[config.mk]
export PLATFORM = sky130hd
export DESIGN_NAME = audio_tx_fifo
export DESIGN_NICKNAME = d
export VERILOG_FILES = /design/src/rtl/audio_tx_pkg.sv /design/src/rtl/audio_tx_datapath.sv /design/src/rtl/audio_tx_ctrl.sv /design/src/rtl/audio_tx_fifo.sv
export SDC_FILE = /design/constraint.sdc
export NUM_CORES = 1
export LEC_CHECK = 0
export BUFFER_PORTS_ARGS = -buffer_cell sky130_fd_sc_hd__buf_2
export CAP_MARGIN = 30
export CORE_ASPECT_RATIO = 0.5
export CORE_MARGIN = 4
export CORE_UTILIZATION = 60
export CTS_BUF_LIST = sky130_fd_sc_hd__clkbuf_16
export DETAILED_ROUTE_END_ITERATION = 10
export PLACE_DENSITY = 0.87
export REMOVE_ABC_BUFFERS = 1
export SLEW_MARGIN = 20
export SYNTH_ARGS = -nofsm -noshare
export SYNTH_HDL_FRONTEND = slang
export SYNTH_SLANG_ARGS = --single-unit
[constraint.sdc]
create_clock -name clk -period 4.3 [get_ports clk]
set_input_delay 0.215 -clock clk [delete_from_list [all_inputs] [get_ports clk]]
set_output_delay 0.215 -clock clk [all_outputs]
set_load 0.01 [all_outputs]
[src/rtl/audio_tx_pkg.sv]
package audio_tx_pkg;
  localparam int SAMPLE_W = 20;
  localparam int WORD_W = 32;
  localparam int HALF_W = 16;

  // control word field positions
  localparam int CFG_W = 7;
  localparam int CFG_IFEN = 0;
  localparam int CFG_TXEN = 1;
  localparam int CFG_SIZE = 2;
  localparam int CFG_PACK = 4;
  localparam int CFG_SLOT3 = 5;
  localparam int CFG_SLOT4 = 6;

  typedef enum logic [1:0] {
    SZ_16 = 2'd0,
    SZ_18 = 2'd1,
    SZ_20 = 2'd2,
    SZ_12 = 2'd3
  } sampleSize_e;

  typedef struct packed {
    logic flush;
    logic pushOne;
    logic pushTwo;
    logic popPair;
    sampleSize_e size;
  } fifoCmd_t;

  function automatic int sampleBits(input sampleSize_e s);
    case (s)
      SZ_12: return 12;
      SZ_18: return 18;
      SZ_20: return 20;
      default: return 16;
    endcase
  endfunction
endpackage

[src/rtl/audio_tx_datapath.sv]
module audio_tx_datapath
  import audio_tx_pkg::*;
#(
  parameter int DEPTH = 8,
  localparam int AW = $clog2(DEPTH),
  localparam int LVL_W = AW + 1
) (
  input  logic                clk,
  input  logic                rstN,
  input  fifoCmd_t            cmd,
  input  logic [WORD_W-1:0]   wrData,
  output logic [LVL_W-1:0]    level,
  output logic [SAMPLE_W-1:0] outLeft,
  output logic [SAMPLE_W-1:0] outRight
);
  logic [SAMPLE_W-1:0] store [DEPTH];
  logic [AW-1:0] wrPtr, rdPtr, wrPtrInc, rdPtrInc;
  logic [SAMPLE_W-1:0] wideSample, loSample, hiSample;
  logic [WORD_W-1:0] loExt, hiExt;
  logic [LVL_W-1:0] addCnt, subCnt;
  int padShift;

  assign wrPtrInc = wrPtr + AW'(1);
  assign rdPtrInc = rdPtr + AW'(1);
  assign loExt = WORD_W'(wrData[HALF_W-1:0]);
  assign hiExt = WORD_W'(wrData[WORD_W-1:HALF_W]);

  // left-justify into a 20-bit entry
  always_comb begin
    padShift = SAMPLE_W - sampleBits(cmd.size);
    wideSample = SAMPLE_W'(wrData << padShift);
    loSample = SAMPLE_W'(loExt << padShift);
    hiSample = SAMPLE_W'(hiExt << padShift);
  end

  always_ff @(posedge clk) begin
    if (cmd.pushOne) store[wrPtr] <= wideSample;
    if (cmd.pushTwo) begin
      store[wrPtr] <= loSample;
      store[wrPtrInc] <= hiSample;
    end
  end

  assign addCnt = cmd.pushTwo ? LVL_W'(2) : (cmd.pushOne ? LVL_W'(1) : '0);
  assign subCnt = cmd.popPair ? LVL_W'(2) : '0;

  always_ff @(posedge clk) begin
    if (!rstN) begin
      wrPtr <= '0;
      rdPtr <= '0;
      level <= '0;
    end else if (cmd.flush) begin
      wrPtr <= '0;
      rdPtr <= '0;
      level <= '0;
    end else begin
      wrPtr <= wrPtr + AW'(addCnt);
      rdPtr <= rdPtr + AW'(subCnt);
      level <= level + addCnt - subCnt;
    end
  end

  assign outLeft = store[rdPtr];
  assign outRight = store[rdPtrInc];
endmodule

[src/rtl/audio_tx_ctrl.sv]
module audio_tx_ctrl
  import audio_tx_pkg::*;
#(
  parameter int DEPTH = 8,
  localparam int LVL_W = $clog2(DEPTH) + 1
) (
  input  logic             clk,
  input  logic             rstN,
  input  logic             cfgWe,
  input  logic [CFG_W-1:0] cfgData,
  input  logic             wrEn,
  input  logic             codecReady,
  input  logic [LVL_W-1:0] level,
  output fifoCmd_t         cmd,
  output logic             pairValid,
  output logic             stEmpty,
  output logic             stHalfEmpty,
  output logic             stFull,
  output logic             stUnderrun
);
  localparam logic [LVL_W-1:0] DEPTH_L = LVL_W'(DEPTH);
  localparam logic [LVL_W-1:0] HALF_L = LVL_W'(DEPTH / 2);
  localparam logic [LVL_W-1:0] PACK_LIM = LVL_W'(DEPTH - 2);
  localparam logic [LVL_W-1:0] PAIR_L = LVL_W'(2);

  logic [CFG_W-1:0] cfgQ;
  logic ifEn, txEn, slotOn, packOk, drainGo, burstQ;
  logic [LVL_W-1:0] levelW, levelF;
  logic nEmpty, nHalf, nFull, nUnder;
  sampleSize_e sizeSel;

  always_ff @(posedge clk) begin
    if (!rstN) cfgQ <= '0;
    else if (cfgWe) cfgQ <= cfgData;
  end

  assign ifEn = cfgQ[CFG_IFEN];
  assign txEn = cfgQ[CFG_TXEN];
  assign slotOn = cfgQ[CFG_SLOT3] | cfgQ[CFG_SLOT4];
  assign sizeSel = sampleSize_e'(cfgQ[CFG_SIZE +: 2]);
  assign packOk = cfgQ[CFG_PACK] && (sizeSel == SZ_16 || sizeSel == SZ_12);
  assign drainGo = ifEn && txEn && slotOn;

  assign pairValid = drainGo && (level >= PAIR_L) && ((level >= HALF_L) || burstQ);

  always_comb begin
    cmd.flush = !ifEn;
    cmd.size = sizeSel;
    cmd.pushOne = wrEn && ifEn && !packOk && (level < DEPTH_L);
    cmd.pushTwo = wrEn && ifEn && packOk && (level < PACK_LIM);
    cmd.popPair = pairValid && codecReady;
  end

  assign levelW = level + (cmd.pushTwo ? LVL_W'(2) : (cmd.pushOne ? LVL_W'(1) : '0));
  assign levelF = levelW - (cmd.popPair ? PAIR_L : '0);

  // write effects first, then release effects
  always_comb begin
    nEmpty = stEmpty;
    nHalf = stHalfEmpty;
    nFull = stFull;
    nUnder = stUnderrun;
    if (cmd.pushOne || cmd.pushTwo) begin
      nEmpty = 1'b0;
      nUnder = 1'b0;
      if (levelW >= HALF_L) nHalf = 1'b0;
      if (levelW >= DEPTH_L) nFull = 1'b1;
    end
    if (cmd.popPair) begin
      nFull = 1'b0;
      if (levelF <= HALF_L) nHalf = 1'b1;
      if (levelF == '0) begin
        nEmpty = 1'b1;
        nUnder = 1'b1;
      end
    end
  end

  always_ff @(posedge clk) begin
    if (!rstN || cmd.flush) begin
      stEmpty <= 1'b1;
      stHalfEmpty <= 1'b1;
      stFull <= 1'b0;
      stUnderrun <= 1'b0;
      burstQ <= 1'b0;
    end else begin
      stEmpty <= nEmpty;
      stHalfEmpty <= nHalf;
      stFull <= nFull;
      stUnderrun <= nUnder;
      burstQ <= cmd.popPair && (levelF >= PAIR_L);
    end
  end
endmodule

[src/rtl/audio_tx_fifo.sv]
module audio_tx_fifo
  import audio_tx_pkg::*;
#(
  parameter int DEPTH = 8,
  localparam int LVL_W = $clog2(DEPTH) + 1
) (
  input  logic                clk,
  input  logic                rstN,
  input  logic                cfgWe,
  input  logic [CFG_W-1:0]    cfgData,
  input  logic                wrEn,
  input  logic [WORD_W-1:0]   wrData,
  input  logic                codecReady,
  output logic                pairValid,
  output logic [SAMPLE_W-1:0] pairLeft,
  output logic [SAMPLE_W-1:0] pairRight,
  output logic                stEmpty,
  output logic                stHalfEmpty,
  output logic                stFull,
  output logic                stUnderrun
);
  fifoCmd_t fifoCmd;
  logic [LVL_W-1:0] fifoLevel;

  audio_tx_ctrl #(.DEPTH(DEPTH)) u_ctrl (
    .clk(clk), .rstN(rstN), .cfgWe(cfgWe), .cfgData(cfgData), .wrEn(wrEn),
    .codecReady(codecReady), .level(fifoLevel), .cmd(fifoCmd), .pairValid(pairValid),
    .stEmpty(stEmpty), .stHalfEmpty(stHalfEmpty), .stFull(stFull), .stUnderrun(stUnderrun)
  );

  audio_tx_datapath #(.DEPTH(DEPTH)) u_dp (
    .clk(clk), .rstN(rstN), .cmd(fifoCmd), .wrData(wrData), .level(fifoLevel),
    .outLeft(pairLeft), .outRight(pairRight)
  );
endmodule

==> out/metrics.cfg <==
[clocking]
cts_tree=built
cts.path.max_buffers=2
cts_setup_buffers=0
numCtsBuffers=17
cts.sinks=181
root_buffer=clkbuf_16
clk_pin_slew_worst_paths_ns=0.07
clock_latency_ns=0.44
postCtsHoldBufs=0
cts.htree.levels=4
cts_resized=0

[sta]
worst_slack_ns=0.800
skew_ns=0.00921
rsz0062_at_grt=no
period_share_pct=81.4
worst_slew_pin_slew_ns=0.930
drv_slew=0
fmax_ghz=0.286
fin_tns_setup_ns=0
hold_viol=0
slew_headroom_pct=37.7
setup_viol=0
min_period_ns=3.50

[critical_path]
r2r_start=u_dp.wrPtr[0]
crit_path_cell_trace=ha_1 > nand4_2 > or3_1 > o21ai_2 > buf_4
critPathMaxFanout=17
crit_buf_inv=1
critPathArrivalTime_ns=3.63
required_ns=4.43
cp-end-kind=flop
slowest_stage=dfxtp_1
setup.worst_path.start=u_dp.wrPtr[0]
critPathMaxStageDelay_ns=0.84
path_class=reg2reg
cp_top_family=simple AND/OR/NAND/NOR gates
startpoint_type=flop

[die]
die_w_um=190
die_h_um=99.0
core-area_um2=15800
die_area_um2=18800
ioPinCount=89
std_cell_rows=32
start_util_pct=62.9

[synth]
synthFlopType=edfxtp_1
synth_common_cells=160 x edfxtp_1, 100 x mux2i_1, 85 x nand2_1, 62 x o21ai_0, 59 x nor2_1
synth-seq-cells=181
synth.area.top_cells=edfxtp_1 48%, mux2i_1 10%, mux4_2 9.1%
syn_avg_cell_area_um2=12.1
synth_area_leader_cell=edfxtp_1
synthArstFlopShare_pct=0
synth_cells=821
ys_seq_area_share_pct=52.5
synth_edf_count=160
syn_area_um2=9950
yosysMostFrequentCell=edfxtp_1
synth.top_cell.area_share_pct=48.3
synthDistinctLibCells=57
ys_warn_count=0

[placement]
io_buffers=88
place_ws_ns=0.895
globalplace.congestion=0.951
dpl.hpwl_mm=18.0

[routing]
ant_nets=0
drt_iter0_markers=1190
drc=0
wl_per_cell_um=24.4
avgViaCountPerCell=6.77
route.vias.total=7605
finalWirelength_mm=27.4
first_pass_iters=7

[global_route]
antenna_found_initial=0
grt_max_degree=43
grt_pass1_vias=7504
grt-ovfl-total=0
grt_pass1_wl_mm=42.1
track_usage_pct=29.3

[finish]
final_nets=947
fillers=1026
diodes=0
areaGrowthSynthToFinish_pct=13.0
drive_above_1_share_pct=25.1

[worst_hold_path]
holdCritStartpoint=cfgData[4]
holdCritPathClass=in2reg

[power]
pwr-share-clk_pct=39.9
peakVddDrop_uv=278
power_switching_w=0.00106
p_per_area_nw_per_um2=368
p_sw_share_pct=25.7
leakagePower_nw=4.27
p_int_w=0.00307
power_frac_comb_pct=12.5
p_seq_share_pct=47.6

[status]
outcome=finished clean

[job]
cap_violations=0

==> path summary, 6_finish.rpt <==
kind / endpoint / cells after the start / slack [ns]
setup / recovery: u_dp.store[3][12] / 5 / 0.80
hold / removal: u_ctrl.cfgQ[4] / 3 / 0.04
setup reg to reg: u_dp.store[3][12] / 5 / 0.80
hold reg to reg: u_ctrl.stUnderrun / 2 / 0.45
==> power groups by stage <==
stage	sequential [W]	clock, W	combinational [W]
5_1_grt	0.00197	0.00174	0.000559
3_3_place_gp	0.00200	0	0.000456
6_report	0.00197	0.00165	0.000516
3_5_place_dp	0.00200	0	0.000483
4_1_cts	0.00197	0.00165	0.000495
2_1_floorplan	0.00200	0	0.000328
==> metal layers <==
metal	track usage (%)	routed length, µm	up-vias
met2	45.9	12700	592
met4	8.78	620	0
li1	-	-	3232
met1	41.6	10600	3707
met3	6.90	3380	74
met5	0	0	-
==> kinds of logic after synthesis <==
| logic type | synth area share (%) |
|---|---|
| and+or+nand+nor | 10.6 |
| DFF | 52.5 |
| AOI/OAI and AO/OA | 9.75 |
| muxes | 20.7 |
| buffers and inverters | 3.66 |
| adders and majority gates | 1.79 |
| xor gates and xnor gates | 1.02 |
==> area by class of cell <==
class                           instances  area (µm²)  share of cell area (%)
Tap cell                              221         277                    2.46
Clock buffer                           17         425                    3.78
Inverter                               10        37.5                   0.334
Multi-Input combinational cell        567        4430                    39.4
Sequential cell                       181        5230                    46.5
Clock inverter                         14         188                    1.67
Timing Repair Buffer                  113         663                    5.90
==> state kept, by name, indices dropped and copies added, names as in the netlist <==
signal / cells
u_dp.store: 160
u_ctrl.cfgQ: 7
u_dp.level: 4
u_dp.wrPtr: 3
u_dp.rdPtr: 2
u_ctrl.burstQ: 1
u_ctrl.stEmpty: 1
u_ctrl.stFull: 1
u_ctrl.stHalfEmpty: 1
u_ctrl.stUnderrun: 1
==> per-stage QoR <==
stage,power (W),instance area [µm²],hold slack (ns),instances,utilization (%)
2_1_floorplan,0.00233,9620,0.343,758,-
3_3_place_gp,0.00246,10500,0.439,1084,66.6
3_5_place_dp,0.00249,10600,0.448,1088,66.9
4_1_cts,0.00411,11200,0.0313,1119,70.8
5_1_grt,0.00427,11200,0.0408,1123,71.1
6_report,0.00413,11200,0.0437,1123,71.1
==> cells in the final DEF, fill, tap and decap left out, drive strengths merged, types with 5 or more instances in the layout <==
cell    count
nor3       11
ha         11
mux2i     100
a21oi      53
nand2      85
nand3      13
inv        18
o22ai      14
mux4       40
clkbuf     18
and3        6
edfxtp    160
nand2b      9
nor2b      15
xnor2       5
o211ai      6
dfxtp      21
mux2       14
nor2       59
buf       112
o21ai      74
==> worst min-delay path, stage by stage <==
cell     delay [ns]
buf_2          0.08
mux2i_1        0.06
nor2b_1        0.09
Power figures use the tool's default switching activity.
